===== config.mk =====
export PLATFORM = sky130hd
export DESIGN_NAME = vga_nco_streamer
export DESIGN_NICKNAME = d
export VERILOG_FILES = /design/src/rtl/vga_nco_pkg.sv /design/src/rtl/vga_phase_nco.sv /design/src/rtl/vga_raster_timer.sv /design/src/rtl/vga_pixel_fetch.sv /design/src/rtl/vga_color_stage.sv /design/src/rtl/vga_nco_streamer.sv
export SDC_FILE = /design/constraint.sdc
export NUM_CORES = 1
export LEC_CHECK = 0
export ABC_AREA = 1
export BUFFER_PORTS_ARGS = -buffer_cell sky130_fd_sc_hd__buf_2
export CORE_MARGIN = 2
export CORE_UTILIZATION = 40
export CTS_BUF_LIST = sky130_fd_sc_hd__clkbuf_4
export CTS_CLUSTER_DIAMETER = 100
export DETAILED_ROUTE_END_ITERATION = 16
export GPL_TIMING_DRIVEN = 0
export PLACE_DENSITY_LB_ADDON = 0.12
export SLEW_MARGIN = 20
export SYNTH_ARGS = -nofsm -noshare
export SYNTH_HDL_FRONTEND = slang
export SYNTH_SLANG_ARGS = --single-unit

===== constraint.sdc =====
create_clock -name clk -period 3.1 [get_ports clk]
set_input_delay 0.465 -clock clk [delete_from_list [all_inputs] [get_ports clk]]
set_output_delay 0.465 -clock clk [all_outputs]
set_load 0.02 [all_outputs]

===== src/rtl/vga_nco_pkg.sv =====
`timescale 1ns/1ps
package vga_nco_pkg;

   localparam int PIX_W  = 16;
   localparam int CH_W   = 8;
   localparam int NUM_CH = 3;

   typedef struct packed {
      logic vis;
      logic hs;
      logic vs;
   } raster_flags_t;

   // channel 0 red, 1 green, 2 blue
   function automatic int chan_width(input int c);
      return (c == 1) ? 6 : 5;
   endfunction

   function automatic int chan_lsb(input int c);
      return (c == 0) ? 11 : ((c == 1) ? 5 : 0);
   endfunction

endpackage


===== src/rtl/vga_phase_nco.sv =====
`timescale 1ns/1ps
module vga_phase_nco #(
   parameter int ACC_W = 32
) (
   input  logic             clk,
   input  logic             rst_n,
   input  logic [ACC_W-1:0] freq_word,
   output logic             step
);

   localparam int PH_W = ACC_W - 1;

   logic [PH_W-1:0] phase;
   logic [ACC_W:0]  sum;

   assign sum  = (ACC_W+1)'(phase) + (ACC_W+1)'(freq_word);
   assign step = |sum[ACC_W:ACC_W-1];

   always_ff @(posedge clk or negedge rst_n) begin
      if (!rst_n) phase <= '0;
      else        phase <= sum[PH_W-1:0];
   end

endmodule


===== src/rtl/vga_raster_timer.sv =====
`timescale 1ns/1ps
module vga_raster_timer
   import vga_nco_pkg::*;
#(
   parameter int H_FRONT  = 16,
   parameter int H_SYNC   = 96,
   parameter int H_BACK   = 48,
   parameter int H_ACTIVE = 640,
   parameter int V_TOP    = 90,
   parameter int V_ACTIVE = 350,
   parameter int V_BOTTOM = 83,
   parameter int V_SYNC   = 2
) (
   input  logic          clk,
   input  logic          rst_n,
   input  logic          step,
   output raster_flags_t flags
);

   localparam int H_TOTAL = H_FRONT + H_SYNC + H_BACK + H_ACTIVE;
   localparam int V_TOTAL = V_TOP + V_ACTIVE + V_BOTTOM + V_SYNC;
   localparam int HW = $clog2(H_TOTAL);
   localparam int VW = $clog2(V_TOTAL);

   localparam logic [HW-1:0] H_SYNC_BEG = HW'(H_FRONT);
   localparam logic [HW-1:0] H_SYNC_END = HW'(H_FRONT + H_SYNC);
   localparam logic [HW-1:0] H_VIS_BEG  = HW'(H_FRONT + H_SYNC + H_BACK);
   localparam logic [HW-1:0] H_LAST     = HW'(H_TOTAL - 1);
   localparam logic [VW-1:0] V_VIS_BEG  = VW'(V_TOP);
   localparam logic [VW-1:0] V_VIS_END  = VW'(V_TOP + V_ACTIVE);
   localparam logic [VW-1:0] V_SYNC_BEG = VW'(V_TOTAL - V_SYNC);
   localparam logic [VW-1:0] V_LAST     = VW'(V_TOTAL - 1);

   logic [HW-1:0] hpos;
   logic [VW-1:0] vpos;

   always_ff @(posedge clk or negedge rst_n) begin
      if (!rst_n) begin
         hpos <= '0;
         vpos <= '0;
      end else if (step) begin
         if (hpos == H_LAST) begin
            hpos <= '0;
            vpos <= (vpos == V_LAST) ? '0 : vpos + 1'b1;
         end else begin
            hpos <= hpos + 1'b1;
         end
      end
   end

   always_comb begin
      flags.hs  = (hpos >= H_SYNC_BEG) && (hpos < H_SYNC_END);
      flags.vs  = (vpos >= V_SYNC_BEG);
      flags.vis = (hpos >= H_VIS_BEG) && (vpos >= V_VIS_BEG) && (vpos < V_VIS_END);
   end

endmodule


===== src/rtl/vga_pixel_fetch.sv =====
`timescale 1ns/1ps
module vga_pixel_fetch #(
   parameter int IMG_WORDS = 224000,
   parameter int AW        = $clog2(IMG_WORDS)
) (
   input  logic          clk,
   input  logic          rst_n,
   input  logic          step,
   input  logic          vis,
   output logic [AW-1:0] addr
);

   localparam logic [AW-1:0] LAST = AW'(IMG_WORDS - 1);

   always_ff @(posedge clk or negedge rst_n) begin
      if (!rst_n)           addr <= '0;
      else if (step && vis) addr <= (addr == LAST) ? '0 : addr + 1'b1;
   end

endmodule


===== src/rtl/vga_color_stage.sv =====
`timescale 1ns/1ps
module vga_color_stage
   import vga_nco_pkg::*;
#(
   parameter int GAIN_W = 8
) (
   input  logic              clk,
   input  logic              rst_n,
   input  raster_flags_t     flags,
   input  logic [PIX_W-1:0]  pix,
   input  logic [GAIN_W-1:0] gain,
   input  logic              act_high,
   output logic [CH_W-1:0]   red,
   output logic [CH_W-1:0]   green,
   output logic [CH_W-1:0]   blue,
   output logic              hsync,
   output logic              vsync
);

   localparam logic [GAIN_W-1:0] FULL = GAIN_W'(1) << (GAIN_W - 1);
   localparam int PW = CH_W + GAIN_W;

   raster_flags_t                  flags_d;
   logic [GAIN_W-1:0]              gain_eff;
   logic [NUM_CH-1:0][CH_W-1:0]    scaled;
   logic [NUM_CH-1:0][CH_W-1:0]    rgb_q;
   logic                           hs_q;
   logic                           vs_q;

   assign gain_eff = (gain > FULL) ? FULL : gain;

   for (genvar c = 0; c < NUM_CH; c++) begin : g_ch
      localparam int CW  = chan_width(c);
      localparam int LSB = chan_lsb(c);
      logic [CW-1:0]   raw;
      logic [CH_W-1:0] wide;
      assign raw       = pix[LSB +: CW];
      assign wide      = {raw, raw[CW-1 -: CH_W-CW]};
      assign scaled[c] = CH_W'((PW'(wide) * PW'(gain_eff)) >> (GAIN_W - 1));
   end

   always_ff @(posedge clk or negedge rst_n) begin
      if (!rst_n) begin
         flags_d <= '0;
         rgb_q   <= '0;
         hs_q    <= 1'b0;
         vs_q    <= 1'b0;
      end else begin
         flags_d <= flags;
         rgb_q   <= flags_d.vis ? scaled : '0;
         hs_q    <= flags_d.hs;
         vs_q    <= flags_d.vs;
      end
   end

   assign red   = rgb_q[0];
   assign green = rgb_q[1];
   assign blue  = rgb_q[2];
   assign hsync = act_high ? hs_q : ~hs_q;
   assign vsync = act_high ? vs_q : ~vs_q;

endmodule


===== src/rtl/vga_nco_streamer.sv =====
`timescale 1ns/1ps
module vga_nco_streamer
   import vga_nco_pkg::*;
#(
   parameter int ACC_W     = 32,
   parameter int GAIN_W    = 8,
   parameter int H_FRONT   = 16,
   parameter int H_SYNC    = 96,
   parameter int H_BACK    = 48,
   parameter int H_ACTIVE  = 640,
   parameter int V_TOP     = 90,
   parameter int V_ACTIVE  = 350,
   parameter int V_BOTTOM  = 83,
   parameter int V_SYNC    = 2,
   parameter int IMG_WORDS = H_ACTIVE * V_ACTIVE,
   parameter int AW        = $clog2(IMG_WORDS)
) (
   input  logic              clk,
   input  logic              rst_n,
   input  logic [ACC_W-1:0]  freq_word,
   input  logic [GAIN_W-1:0] intensity,
   input  logic              sync_act_high,
   output logic [AW-1:0]     fb_addr,
   input  logic [15:0]       fb_data,
   output logic [7:0]        red,
   output logic [7:0]        green,
   output logic [7:0]        blue,
   output logic              hsync,
   output logic              vsync
);

   if (H_FRONT < 1 || H_SYNC < 1 || H_BACK < 1 || H_ACTIVE < 1) begin : g_bad_line
      $error("line segments must each be at least one pixel");
   end
   if (V_TOP < 1 || V_ACTIVE < 1 || V_BOTTOM < 1 || V_SYNC < 1) begin : g_bad_frame
      $error("frame segments must each be at least one line");
   end
   if (IMG_WORDS < 2 || AW < $clog2(IMG_WORDS)) begin : g_bad_img
      $error("image size or address width out of range");
   end
   if (ACC_W < 2 || GAIN_W < 2 || GAIN_W > 16) begin : g_bad_width
      $error("accumulator or gain width out of range");
   end

   logic          step;
   raster_flags_t flags;

   vga_phase_nco #(.ACC_W(ACC_W)) i_nco (
      .clk       (clk),
      .rst_n     (rst_n),
      .freq_word (freq_word),
      .step      (step)
   );

   vga_raster_timer #(
      .H_FRONT (H_FRONT), .H_SYNC (H_SYNC), .H_BACK (H_BACK), .H_ACTIVE (H_ACTIVE),
      .V_TOP   (V_TOP),   .V_ACTIVE (V_ACTIVE), .V_BOTTOM (V_BOTTOM), .V_SYNC (V_SYNC)
   ) i_timer (
      .clk   (clk),
      .rst_n (rst_n),
      .step  (step),
      .flags (flags)
   );

   vga_pixel_fetch #(.IMG_WORDS(IMG_WORDS), .AW(AW)) i_fetch (
      .clk   (clk),
      .rst_n (rst_n),
      .step  (step),
      .vis   (flags.vis),
      .addr  (fb_addr)
   );

   vga_color_stage #(.GAIN_W(GAIN_W)) i_color (
      .clk      (clk),
      .rst_n    (rst_n),
      .flags    (flags),
      .pix      (fb_data),
      .gain     (intensity),
      .act_high (sync_act_high),
      .red      (red),
      .green    (green),
      .blue     (blue),
      .hsync    (hsync),
      .vsync    (vsync)
   );

endmodule


==> results.md, run 1 <==
* Fillers at 2,853
* Hold Fails Final Rpt at 0
* Syn Nets at 1,820
* Asr flop ratio synth at 1.00
* Worst setup margin at -1.04 ns
* Unrepaired setup endpoints after global routing: yes
* GRT Overall Usage at 0.206
* GP Congestion at 0.888
* Slew @ Worst Pin at 0.936 ns
* Register Area at ~2500 µm²
* Area Overhead vs Synth at 23.5%
* Final period util at 1.33
* Crit end category: flop
* Switching pwr at 3570 µW
* Antenna Nets Post-Route at 0
* Min Clock Period, post-route at 4.14 ns
* Clock network power share at 0.102
* Initial antenna violation count at 3
* Crit Path Class: input pin to flop
* Rel. slew slack at 0.371
* Synthesized flop and latch total at 98
* Worst stage delay on the critical path at about 0.53 ns
* Placed cell areas at 13,100 µm²
* Largest fanout on the critical path at 7
* Pint at 3790 µW
* Grt ovf at 0
* Cell area after synthesis at around 12,000 µm²
* Synth Instances at approximately 1,500
* Wire length per cell at 14.6 µm
* Max IR drop VDD at 0.000272 V
* Largest net degree at the start of global routing at 73
* Final Skew at 0.0306 ns
* Row cnt at 62
* Reg2Reg Setup Slack at 0.70 ns
* Static Leakage at between 0.007 and 0.008 µW
* Effective utilization at floorplan at 0.406
* Syn Area/Cell at 7.58 µm²
* Status: complete, but fails checks
* PortBufs at 101
* CTS buffer count at 9
* Most frequent cell on the critical path: fa_1
* CORE AREA at about 29,000 µm²
* Main synth FF type: dfrtp_1
* Endpoints failing setup at 24
* Num Clock Sinks at 98
* Residual DRC at 0
* DIE HEIGHT at 174 µm
* First-pass GRT wire length at between 50,000 and 60,000 µm
* Pins Over Slew Limit at 0
* TritonCTS clock tree: built
* Root buf cell: clkbuf_4
* Yosys warns at 0
* Area of the multi-input gates at 8950 µm²
* Worst Reg2Reg Path Length in Cells at 13
* Routed vias at 10,200
* Fin area at 14,300 µm²
* Crit-path cells: buf_8, nor2_4, nand2_2, o21ai_4, buf_12, nand2_8, clkbuf_16, clkinv_8, nand2_2, fa_1, fa_1, inv_2, fa_1, inv_1, fa_1, inv_2, ha_4, a21oi_4, o21ai_4, a221oi_2, nand3_1, nand2_1, nor2_1
* Nets at 1,972
* Combinational power share at 0.669
* Pwr Density at roughly 500 nW/µm²
* Worst min path class: input pin to flop
* DP HPWL at 24,300 µm
* CP Launch Type: input pin
* CTS max path bufs at 2
* Die width at around 170 µm
* Sequential share of power at 0.229
* Hold path depth at 2
* R2R Path End: i_timer.vpos[7]$_DFFE_PN0P_
* Fmax at about 240 MHz
* Failing checks: negative setup slack
* WP data arrival at ~4.5 ns
* Hold wc startpoint: freq_word[0]
* Via density at 4.92
* Yosys cell types at 49
* Net Sw Frac at 0.485
* Setup_tns at -22.17 ns
* Layout Utilization at 0.501
* Slowest-stage cell, CP: fa_1
* Die area at 30,400 µm²
* H-tree levels at 3
* Final Routed Wirelength at 30,300 µm
* Initial drt markers at approximately 580
* Vias in the first global route at 10,200
* Share of layout cells above drive strength 1 at 0.232
* Sequential share of the synthesized area at 0.211
* Max-Cap Viols at 0
* Later-pin clock latency in the skew report at 0.51 ns
* Commonest non-fill, non-tap cell in the layout: nand2_1
* Worst R2R Start: i_nco.phase[0]$_DFF_PN0_
* Drt first pass iters at 5
* Worst Hold Path EP: i_nco.phase[0]$_DFF_PN0_
* # IOs at around 100
* Clock Pin Slew Worst Setup and Hold Paths at 0.15 ns
* Critical path required time at 3.49 ns
* Most frequent cells in the layout: nand2_1, inv_1, nor2_1, ha_1, buf_2
* Post-synth EDFFs at 0
==> routing by layer <==
layer	share of wire	track usage	vias to the layer above
met5	0	0	-
met4	0.014	0.0508	0
met2	0.47	0.340	195
li1	-	-	5132
met1	0.48	0.286	4857
met3	0.033	0.0280	32
==> critical path: cells and delay by family <==
family | cells | cell delay, ns
compound gates | 4 | 0.72
simple gates | 7 | 0.49
buf+inv | 7 | 0.63
fa+ha+maj | 5 | 2.21
==> synth_stat cells, types with 2 or more instances <==
cell | number | area (µm²)
nand3_2 | 2 | 20.0
inv_2 | 3 | 11.3
ha_1 | 129 | 1610
nand4_1 | 14 | 87.6
buf_4 | 3 | 22.5
nand2_2 | 8 | 50.1
nor2_1 | 202 | 758
or2_2 | 2 | 12.5
o21ai_0 | 42 | 210
buf_6 | 3 | 33.8
nand2_1 | 300 | 1130
a21boi_0 | 5 | 37.5
a31oi_1 | 5 | 31.3
buf_2 | 7 | 35.0
nand3_1 | 82 | 410
xor2_1 | 40 | 350
inv_1 | 286 | 1070
xnor2_1 | 24 | 210
nor3b_1 | 4 | 30.0
nand3b_1 | 7 | 52.6
a21oi_2 | 3 | 26.3
a21o_1 | 8 | 60.1
a21oi_1 | 80 | 400
nand2_4 | 2 | 22.5
o21ai_1 | 3 | 15.0
a221oi_1 | 4 | 35.0
clkbuf_1 | 7 | 26.3
o21bai_1 | 11 | 82.6
dfrtp_1 | 98 | 2450
nor4_1 | 2 | 12.5
o21ai_2 | 2 | 17.5
fa_1 | 99 | 1980
nor3_1 | 29 | 145
and2_1 | 2 | 12.5
==> worst max-delay path by stage <==
stage,start,end,slack [ns],depth (start not counted)
finish,intensity[5],i_color.red[7]$_DFF_PN0_,-1.04,23
global route,intensity[3],i_color.green[7]$_DFF_PN0_,-1.17,23
CTS,intensity[5],i_color.green[7]$_DFF_PN0_,-1.01,23
floorplan,intensity[0],i_color.blue[7]$_DFF_PN0_,-1.29,22
global placement,intensity[0],i_color.green[1]$_DFF_PN0_,-1.95,23
detailed placement,intensity[0],i_color.green[1]$_DFF_PN0_,-1.97,23
==> timing repair <==
action                                 in CTS  in global routing
buffers inserted                           17                 20
endpoints found under the hold margin      26                  0
setup endpoints to repair                  24                 24
gates resized for setup                    53                125
hold buffers                                1                  0
pin swaps                                  44                 71
gates cloned                                1                  0
==> metrics by stage <==
| step | power (µW) | hold slack [ns] | setup slack, ns | instances |
|---|---|---|---|---|
| 4_1_cts | 7030 | 0.126 | -1.01 | 2054 |
| 3_3_place_gp | 6040 | 0.333 | -1.95 | 2018 |
| 2_1_floorplan | 5080 | 0.169 | -1.29 | 1533 |
| 3_5_place_dp | 6080 | 0.340 | -1.97 | 2019 |
| 5_1_grt | 8150 | 0.134 | -1.17 | 2077 |
| 6_report | 7360 | 0.188 | -1.04 | 2077 |
==> power groups by stage <==
stage / sequential (µW) / clock [µW] / combinational [µW]
CTS: 1690 / 800 / 4540
floorplan: 1680 / 0 / 3400
finish: 1680 / 751 / 4930
detailed placement: 1720 / 0 / 4360
global route: 1720 / 850 / 5580
global placement: 1700 / 0 / 4340
==> sequential cells by signal, summed over array words and instances, names as in the netlist <==
register / count
i_color.blue: 8
i_color.flags_d: 3
i_color.green: 8
i_color.hs_q: 1
i_color.red: 8
i_color.vs_q: 1
i_fetch.addr: 18
i_nco.phase: 31
i_timer.hpos: 10
i_timer.vpos: 10
==> cell families (layout without fill, tap and decap cells) <==
logic type | count (synthesis) | count (layout) | share of synthesized area
adder cells (fa/ha/maj) | 228 | 228 | 0.310
flip-flops | 98 | 98 | 0.211
buffers and inverters | 310 | 467 | 0.104
other | 0 | 3 | 0
XOR/XNOR | 64 | 64 | 0.0483
AND/OR/NAND/NOR | 663 | 663 | 0.241
AO/OA/AOI/OAI | 170 | 170 | 0.0858
==> area by class of cell <==
| cell class | count | area share |
|---|---|---|
| multi-input cells | 1125 | 0.624 |
| flip-flops and latches | 98 | 0.171 |
| inverters | 290 | 0.0779 |
| repair buffers | 141 | 0.0682 |
| well taps | 384 | 0.0335 |
| plain buffers | 20 | 0.0150 |
| clock buffers | 11 | 0.00576 |
| clock inverters | 5 | 0.00436 |
| diodes | 3 | 0.000523 |
(Power assumes the default switching activity.)
==> run 2: changes to the inputs <==
--- a/config.mk
+++ b/config.mk
@@ -8,7 +8,7 @@
 export ABC_AREA = 1
 export BUFFER_PORTS_ARGS = -buffer_cell sky130_fd_sc_hd__buf_2
 export CORE_MARGIN = 2
-export CORE_UTILIZATION = 40
+export CORE_UTILIZATION = 46
 export CTS_BUF_LIST = sky130_fd_sc_hd__clkbuf_4
 export CTS_CLUSTER_DIAMETER = 100
 export DETAILED_ROUTE_END_ITERATION = 16
==> results.md, run 2 (synthesis gave the netlist of run 1 again) <==
* CTS max path bufs at 2 (unchanged)
* Non-Filler Instances at 2,024 (was 2,077)
* DP Worst Slack at -1.99 ns (was -1.97 ns)
* Crit Path Class: input pin to flop (unchanged)
* Row cnt at 58 (was 62)
* Static Leakage at 0.00735 µW (about the same)
* Effective utilization at floorplan at 0.465 (was 0.406)
* Vias in the first global route at 10,200 (about the same)
* TritonCTS clock tree: built (unchanged)
* Later-pin clock latency in the skew report at 0.48 ns (was 0.51 ns)
* CP top delay family: adder cells (unchanged)
* Unrepaired setup endpoints after global routing: yes (unchanged)
* Worst setup margin at -1.15 ns (was -1.04 ns)
* Worst R2R Start: i_nco.phase[0]$_DFF_PN0_ (unchanged)
* Die area at 26,500 µm² (was 30,400 µm²)
* Fmax at 235 MHz (was 242 MHz)
* Antenna Nets Post-Route at 0 (unchanged)
* Largest fanout on the critical path at 5 (was 7)
* Routed vias at 10,300 (was 10,200)
* Hold wc startpoint: freq_word[0] (unchanged)
* Max IR drop VDD at 0.000322 V (was 0.000272 V)
* Endpoints failing setup at 24 (unchanged)
* Most frequent cells in the layout: nand2_1, inv_1, nor2_1, ha_1, buf_2 (unchanged)
* Critical path required time at 3.50 ns (was 3.49 ns)
* Area of the multi-input gates at 8870 µm² (was 8950 µm²)
* First-pass GRT wire length at 48,600 µm (was 50,600 µm)
* Slew @ Worst Pin at 0.938 ns (was 0.936 ns)
* Wire length per cell at 14.8 µm (was 14.6 µm)
* Clock Pin Slew Worst Setup and Hold Paths at 0.17 ns (was 0.15 ns)
* Failing checks: negative setup slack (unchanged)
* Initial antenna violation count at 3 (unchanged)
* Rel. slew slack at 0.370 (was 0.371)
* Nets at 1,973 (was 1,972)
* Num Clock Sinks at 98 (unchanged)
* Crit end category: flop (unchanged)
* Die width at 163 µm (was 174 µm)
* PortBufs at 101 (unchanged)
* GRT Overall Usage at 0.229 (was 0.206)
* CORE AREA at 25,000 µm² (was 28,600 µm²)
* Drt first pass iters at 5 (unchanged)
* WP data arrival at 4.65 ns (was 4.53 ns)
* CP Launch Type: input pin (unchanged)
* DP HPWL at 23,800 µm (was 24,300 µm)
* Grt ovf at 0 (unchanged)
* Root buf cell: clkbuf_4 (unchanged)
* Fillers at 2,347 (was 2,853)
* Final Power at 7320 µW (was 7360 µW)
* Fin area at 14,200 µm² (was 14,300 µm²)
* Residual DRC at 0 (unchanged)
* Setup_tns at -23.47 ns (was -22.17 ns)
* Max-Cap Viols at 0 (unchanged)
* Crit path buffers/inverters at 9 (was 7)
* Placed instance count at 1,965 (was 2,019)
* Status: complete, but fails checks (unchanged)
* Worst stage delay on the critical path at 0.55 ns (was 0.53 ns)
* Largest reg by FF count: i_nco.phase (unchanged)
* Pins Over Slew Limit at 0 (unchanged)
* Largest net degree at the start of global routing at 75 (was 73)
* # IOs at 103 (unchanged)
* Final Routed Wirelength at 29,900 µm (was 30,300 µm)
* Share of layout cells above drive strength 1 at 0.216 (was 0.232)
* Max FFs per register at 31 (unchanged)
* Final period util at 1.37 (was 1.33)
* Initial drt markers at 613 (was 576)
* Min Clock Period, post-route at 4.25 ns (was 4.14 ns)
* H-tree levels at 3 (unchanged)
* Register Area at 2450 µm² (unchanged)
* Via density at 5.07 (was 4.92)
* Area Overhead vs Synth at 22.0% (was 23.5%)
* Hold Fails Final Rpt at 0 (unchanged)
* Placed cell areas at 13,100 µm² (about the same)
* Most frequent cell on the critical path: fa_1 (unchanged)
* Crit. Startpoint: intensity[4] (was intensity[5])
* Commonest non-fill, non-tap cell in the layout: nand2_1 (unchanged)
* Final Skew at 0.0294 ns (was 0.0306 ns)
* Pwr Density at 516 nW/µm² (was 513 nW/µm²)
* Leading registers by flop count: i_nco.phase (31), i_fetch.addr (18) (unchanged)
* GP Congestion at 0.903 (was 0.888)
* DIE HEIGHT at 163 µm (was 174 µm)
* Slowest-stage cell, CP: fa_1 (unchanged)
* CTS buffer count at 9 (unchanged)
* Worst min path class: input pin to flop (unchanged)
==> run 2: changes by cell type in the layout (fill, tap and decap cells not counted), sizes merged <==
cell    delta
clkbuf     -3
buf        +2
inv        +2
==> run 2: final cells by class <==
type | count | area share
Antenna cell | 3 | 0.000530
Buffer | 20 | 0.0152
Clock buffer | 9 | 0.00477
Clock inverter | 7 | 0.00609
Inverter | 290 | 0.0783
Multi-Input combinational cell | 1125 | 0.626
Sequential cell | 98 | 0.173
Tap cell | 330 | 0.0291
Timing Repair Buffer | 142 | 0.0673
==> run 2: stage by stage <==
step | hold WS (ns) | util
floorplan | 0.169 | -
global placement | 0.333 | 0.522
detailed placement | 0.340 | 0.523
CTS | 0.150 | 0.548
global route | 0.148 | 0.568
finish | 0.193 | 0.568
==> run 2: worst paths after layout <==
path / endpoint / depth (start not counted) / slack [ns]
worst max register to register: i_fetch.addr[15]$_DFFE_PN0P_ / 14 / 0.69
worst min register to register: i_color.hs_q$_DFF_PN0_ / 0 / 0.38
worst min-delay path: i_nco.phase[0]$_DFF_PN0_ / 2 / 0.19
max in group asynchronous: i_color.green[6]$_DFF_PN0_ / 3 / 2.02
worst max-delay path: i_color.blue[6]$_DFF_PN0_ / 25 / -1.15
min in group asynchronous: i_color.red[7]$_DFF_PN0_ / 2 / 0.38
==> run 2: metal layers <==
metal,vias to the layer above,routed length (µm),GRT usage
met4,0,863,0.0740
met5,-,0,0
met2,245,14400,0.396
li1,5135,-,-
met3,56,1170,0.0257
met1,4832,13500,0.302
==> run 2: where the power goes <==
part / leakage, µW / total, µW / internal (µW) / switching, µW
registers: 0.00129 / 1680 / 1570 / 107
logic: 0.00598 / 4870 / 1940 / 2930
clock network: 0.0000793 / 766 / 261 / 504
total: 0.00735 / 7320 / 3770 / 3550
==> run 2: timing repair <==
| item | 4_1_cts | 5_1_grt |
|---|---|---|
| gates resized for setup | 68 | 88 |
| hold endpoints to repair | 24 | 0 |
| pin swaps | 37 | 53 |
| setup endpoints to repair | 24 | 24 |
| setup buffers | 22 | 17 |
| hold buffers | 1 | 0 |
| cloned | 0 | 0 |
==> run 3: changes to the inputs <==
--- a/config.mk
+++ b/config.mk
@@ -13,7 +13,6 @@
 export CTS_CLUSTER_DIAMETER = 100
 export DETAILED_ROUTE_END_ITERATION = 16
 export GPL_TIMING_DRIVEN = 0
-export PLACE_DENSITY_LB_ADDON = 0.12
 export SLEW_MARGIN = 20
 export SYNTH_ARGS = -nofsm -noshare
 export SYNTH_HDL_FRONTEND = slang
==> results.md, run 3 (synthesis gave the netlist of run 1 again) <==
* Endpoints failing setup at 24 (unchanged)
* Grt ovf at 0 (unchanged)
* Largest net degree at the start of global routing at 75 (unchanged)
* PortBufs at 101 (unchanged)
* CP Launch Type: input pin (unchanged)
* Worst Reg2Reg Path Length in Cells at 14 (unchanged)
* Pins Over Slew Limit at 0 (unchanged)
* Crit end category: flop (unchanged)
* Setup_tns at -23.77 ns (was -23.47 ns)
* Register Area at 2450 µm² (unchanged)
* DIE HEIGHT at 163 µm (unchanged)
* Final Skew at 0.0317 ns (was 0.0294 ns)
* Die area at 26,500 µm² (unchanged)
* Antenna Nets Post-Route at 0 (unchanged)
* First-pass GRT wire length at 50,500 µm (was 48,600 µm)
* Num Clock Sinks at 98 (unchanged)
* Worst min path class: input pin to flop (unchanged)
* Unrepaired setup endpoints after global routing: yes (unchanged)
* H-tree levels at 3 (unchanged)
* Critical path required time at 3.48 ns (was 3.50 ns)
* Failing checks: negative setup slack (unchanged)
* Area of the multi-input gates at 9110 µm² (was 8870 µm²)
* Row cnt at 58 (unchanged)
* Fmax at 238 MHz (was 235 MHz)
* Status: complete, but fails checks (unchanged)
* Commonest non-fill, non-tap cell in the layout: nand2_1 (unchanged)
* Root buf cell: clkbuf_4 (unchanged)
* Share of layout cells above drive strength 1 at 0.251 (was 0.216)
* Final Routed Wirelength at 30,800 µm (was 29,900 µm)
* TritonCTS clock tree: built (unchanged)
* Largest reg by FF count: i_nco.phase (unchanged)
* WHS at 0.196 ns (was 0.193 ns)
* Via density at 5.09 (was 5.07)
* GP Congestion at 0.894 (was 0.903)
* Initial antenna violation count at 4 (was 3)
* Clock Pin Slew Worst Setup and Hold Paths at 0.17 ns (about the same)
* DP Worst Slack at -1.94 ns (was -1.99 ns)
* WP data arrival at 4.58 ns (was 4.65 ns)
* Initial drt markers at 659 (was 613)
* Placed instance count at 1,965 (unchanged)
* Nets at 1,984 (was 1,973)
* Wire length per cell at 15.1 µm (was 14.8 µm)
* GRT Overall Usage at 0.238 (was 0.229)
* Largest fanout on the critical path at 4 (was 5)
* Static Leakage at 0.00743 µW (was 0.00735 µW)
* Fillers at 2,298 (was 2,347)
* Routed vias at 10,400 (was 10,300)
* # IOs at 103 (unchanged)
* CTS buffer count at 9 (unchanged)
* Die width at 163 µm (unchanged)
* Vias in the first global route at 10,400 (was 10,200)
* Hold path depth at 2 (unchanged)
* Final period util at 1.36 (was 1.37)
* Drt first pass iters at 5 (unchanged)
* DP HPWL at 24,000 µm (was 23,800 µm)
* Later-pin clock latency in the skew report at 0.48 ns (about the same)
* Max-Cap Viols at 0 (unchanged)
* Residual DRC at 0 (unchanged)
* Crit Path Class: input pin to flop (unchanged)
* Non-Filler Instances at 2,035 (was 2,024)
* CORE AREA at 25,000 µm² (unchanged)
* Leading registers by flop count: i_nco.phase (31), i_fetch.addr (18) (unchanged)
* Pwr Density at 522 nW/µm² (was 516 nW/µm²)
* CTS max path bufs at 2 (unchanged)
* Area Overhead vs Synth at 25.4% (was 22.0%)
* Slew @ Worst Pin at 0.997 ns (was 0.938 ns)
* Max FFs per register at 31 (unchanged)
* Worst setup margin at -1.11 ns (was -1.15 ns)
* Min Clock Period, post-route at 4.21 ns (was 4.25 ns)
* Hold Fails Final Rpt at 0 (unchanged)
* Most frequent cells in the layout: nand2_1, inv_1, nor2_1, ha_1, buf_2 (unchanged)
* Rel. slew slack at 0.330 (was 0.370)
* Effective utilization at floorplan at 0.465 (unchanged)
* Max IR drop VDD at 0.000354 V (was 0.000322 V)
-- run 3: cell types whose count changed in the layout (fill, tap and decap cells not counted), moves of 5 or more --
cell	before	now
inv_2	30	39
a21oi_2	8	17
nand2_1	272	262
nand2_2	25	32
nor2_2	20	25
nor2_1	161	152
a21oi_1	66	58
inv_1	257	247
-- run 3: worst paths after layout --
check,startpoint,to,slack (ns)
setup / recovery,intensity[0],i_color.green[7]$_DFF_PN0_,-1.11
hold / removal,freq_word[0],i_nco.phase[0]$_DFF_PN0_,0.20
setup reg to reg,i_nco.phase[0]$_DFF_PN0_,i_fetch.addr[9]$_DFFE_PN0P_,0.72
hold reg to reg,i_color.flags_d[0]$_DFF_PN0_,i_color.vs_q$_DFF_PN0_,0.37
max in group asynchronous,rst_n,i_color.green[4]$_DFF_PN0_,2.01
min in group asynchronous,rst_n,i_nco.phase[8]$_DFF_PN0_,0.39
-- run 3: metal layers --
layer	track usage	vias up	wire length, µm
li1	-	5161	-
met5	0	-	0
met4	0.0579	0	542
met2	0.413	209	15200
met3	0.0311	41	1220
met1	0.314	4946	13900
-- run 3: worst max-delay path, stage by stage --
cell       delay [ns]
buf_12           0.10
nor2_4           0.09
nand2_2          0.07
o21ai_4          0.18
buf_12           0.16
nand2_8          0.07
clkbuf_16        0.16
clkinv_8         0.06
nand2_4          0.04
fa_1             0.50
fa_1             0.51
inv_1            0.05
fa_1             0.47
inv_1            0.05
fa_2             0.56
inv_2            0.05
ha_4             0.24
a21oi_4          0.16
o21ai_2          0.10
a221oi_2         0.26
nand3_1          0.11
nand2_1          0.07
nor2_1           0.04
-- run 3: final cells by class --
cell class,count,share of cell area
multi-input cells,1125,0.625
flip-flops and latches,98,0.168
inverters,290,0.0767
repair buffers,153,0.0766
well taps,330,0.0283
plain buffers,20,0.0148
clock buffers,9,0.00464
clock inverters,6,0.00455
diodes,4,0.000687
-- run 3: where the power goes --
part           total [µW]  internal [µW]  switching [µW]
clock                 733            247             486
combinational        5190           2100            3090
sequential           1680           1570             113
total                7610           3920            3690
-- run 3: timing repair --
action                                  in CTS  in global routing
hold endpoints to repair                    24                  0
endpoints found under the setup margin      24                 24
buffers inserted                            32                 17
cloned                                       2                  0
resized for setup                          125                107
pin swaps                                   81                 67
hold buffers                                 1                  0
-- run 3: metrics by stage --
step	util	cell area, µm²	power [µW]
after floorplan	-	12100	5080
after global placement	0.522	13000	6000
after detailed placement	0.523	13100	6070
after CTS	0.561	14000	7270
after global routing	0.583	14600	8320
final	0.583	14600	7610
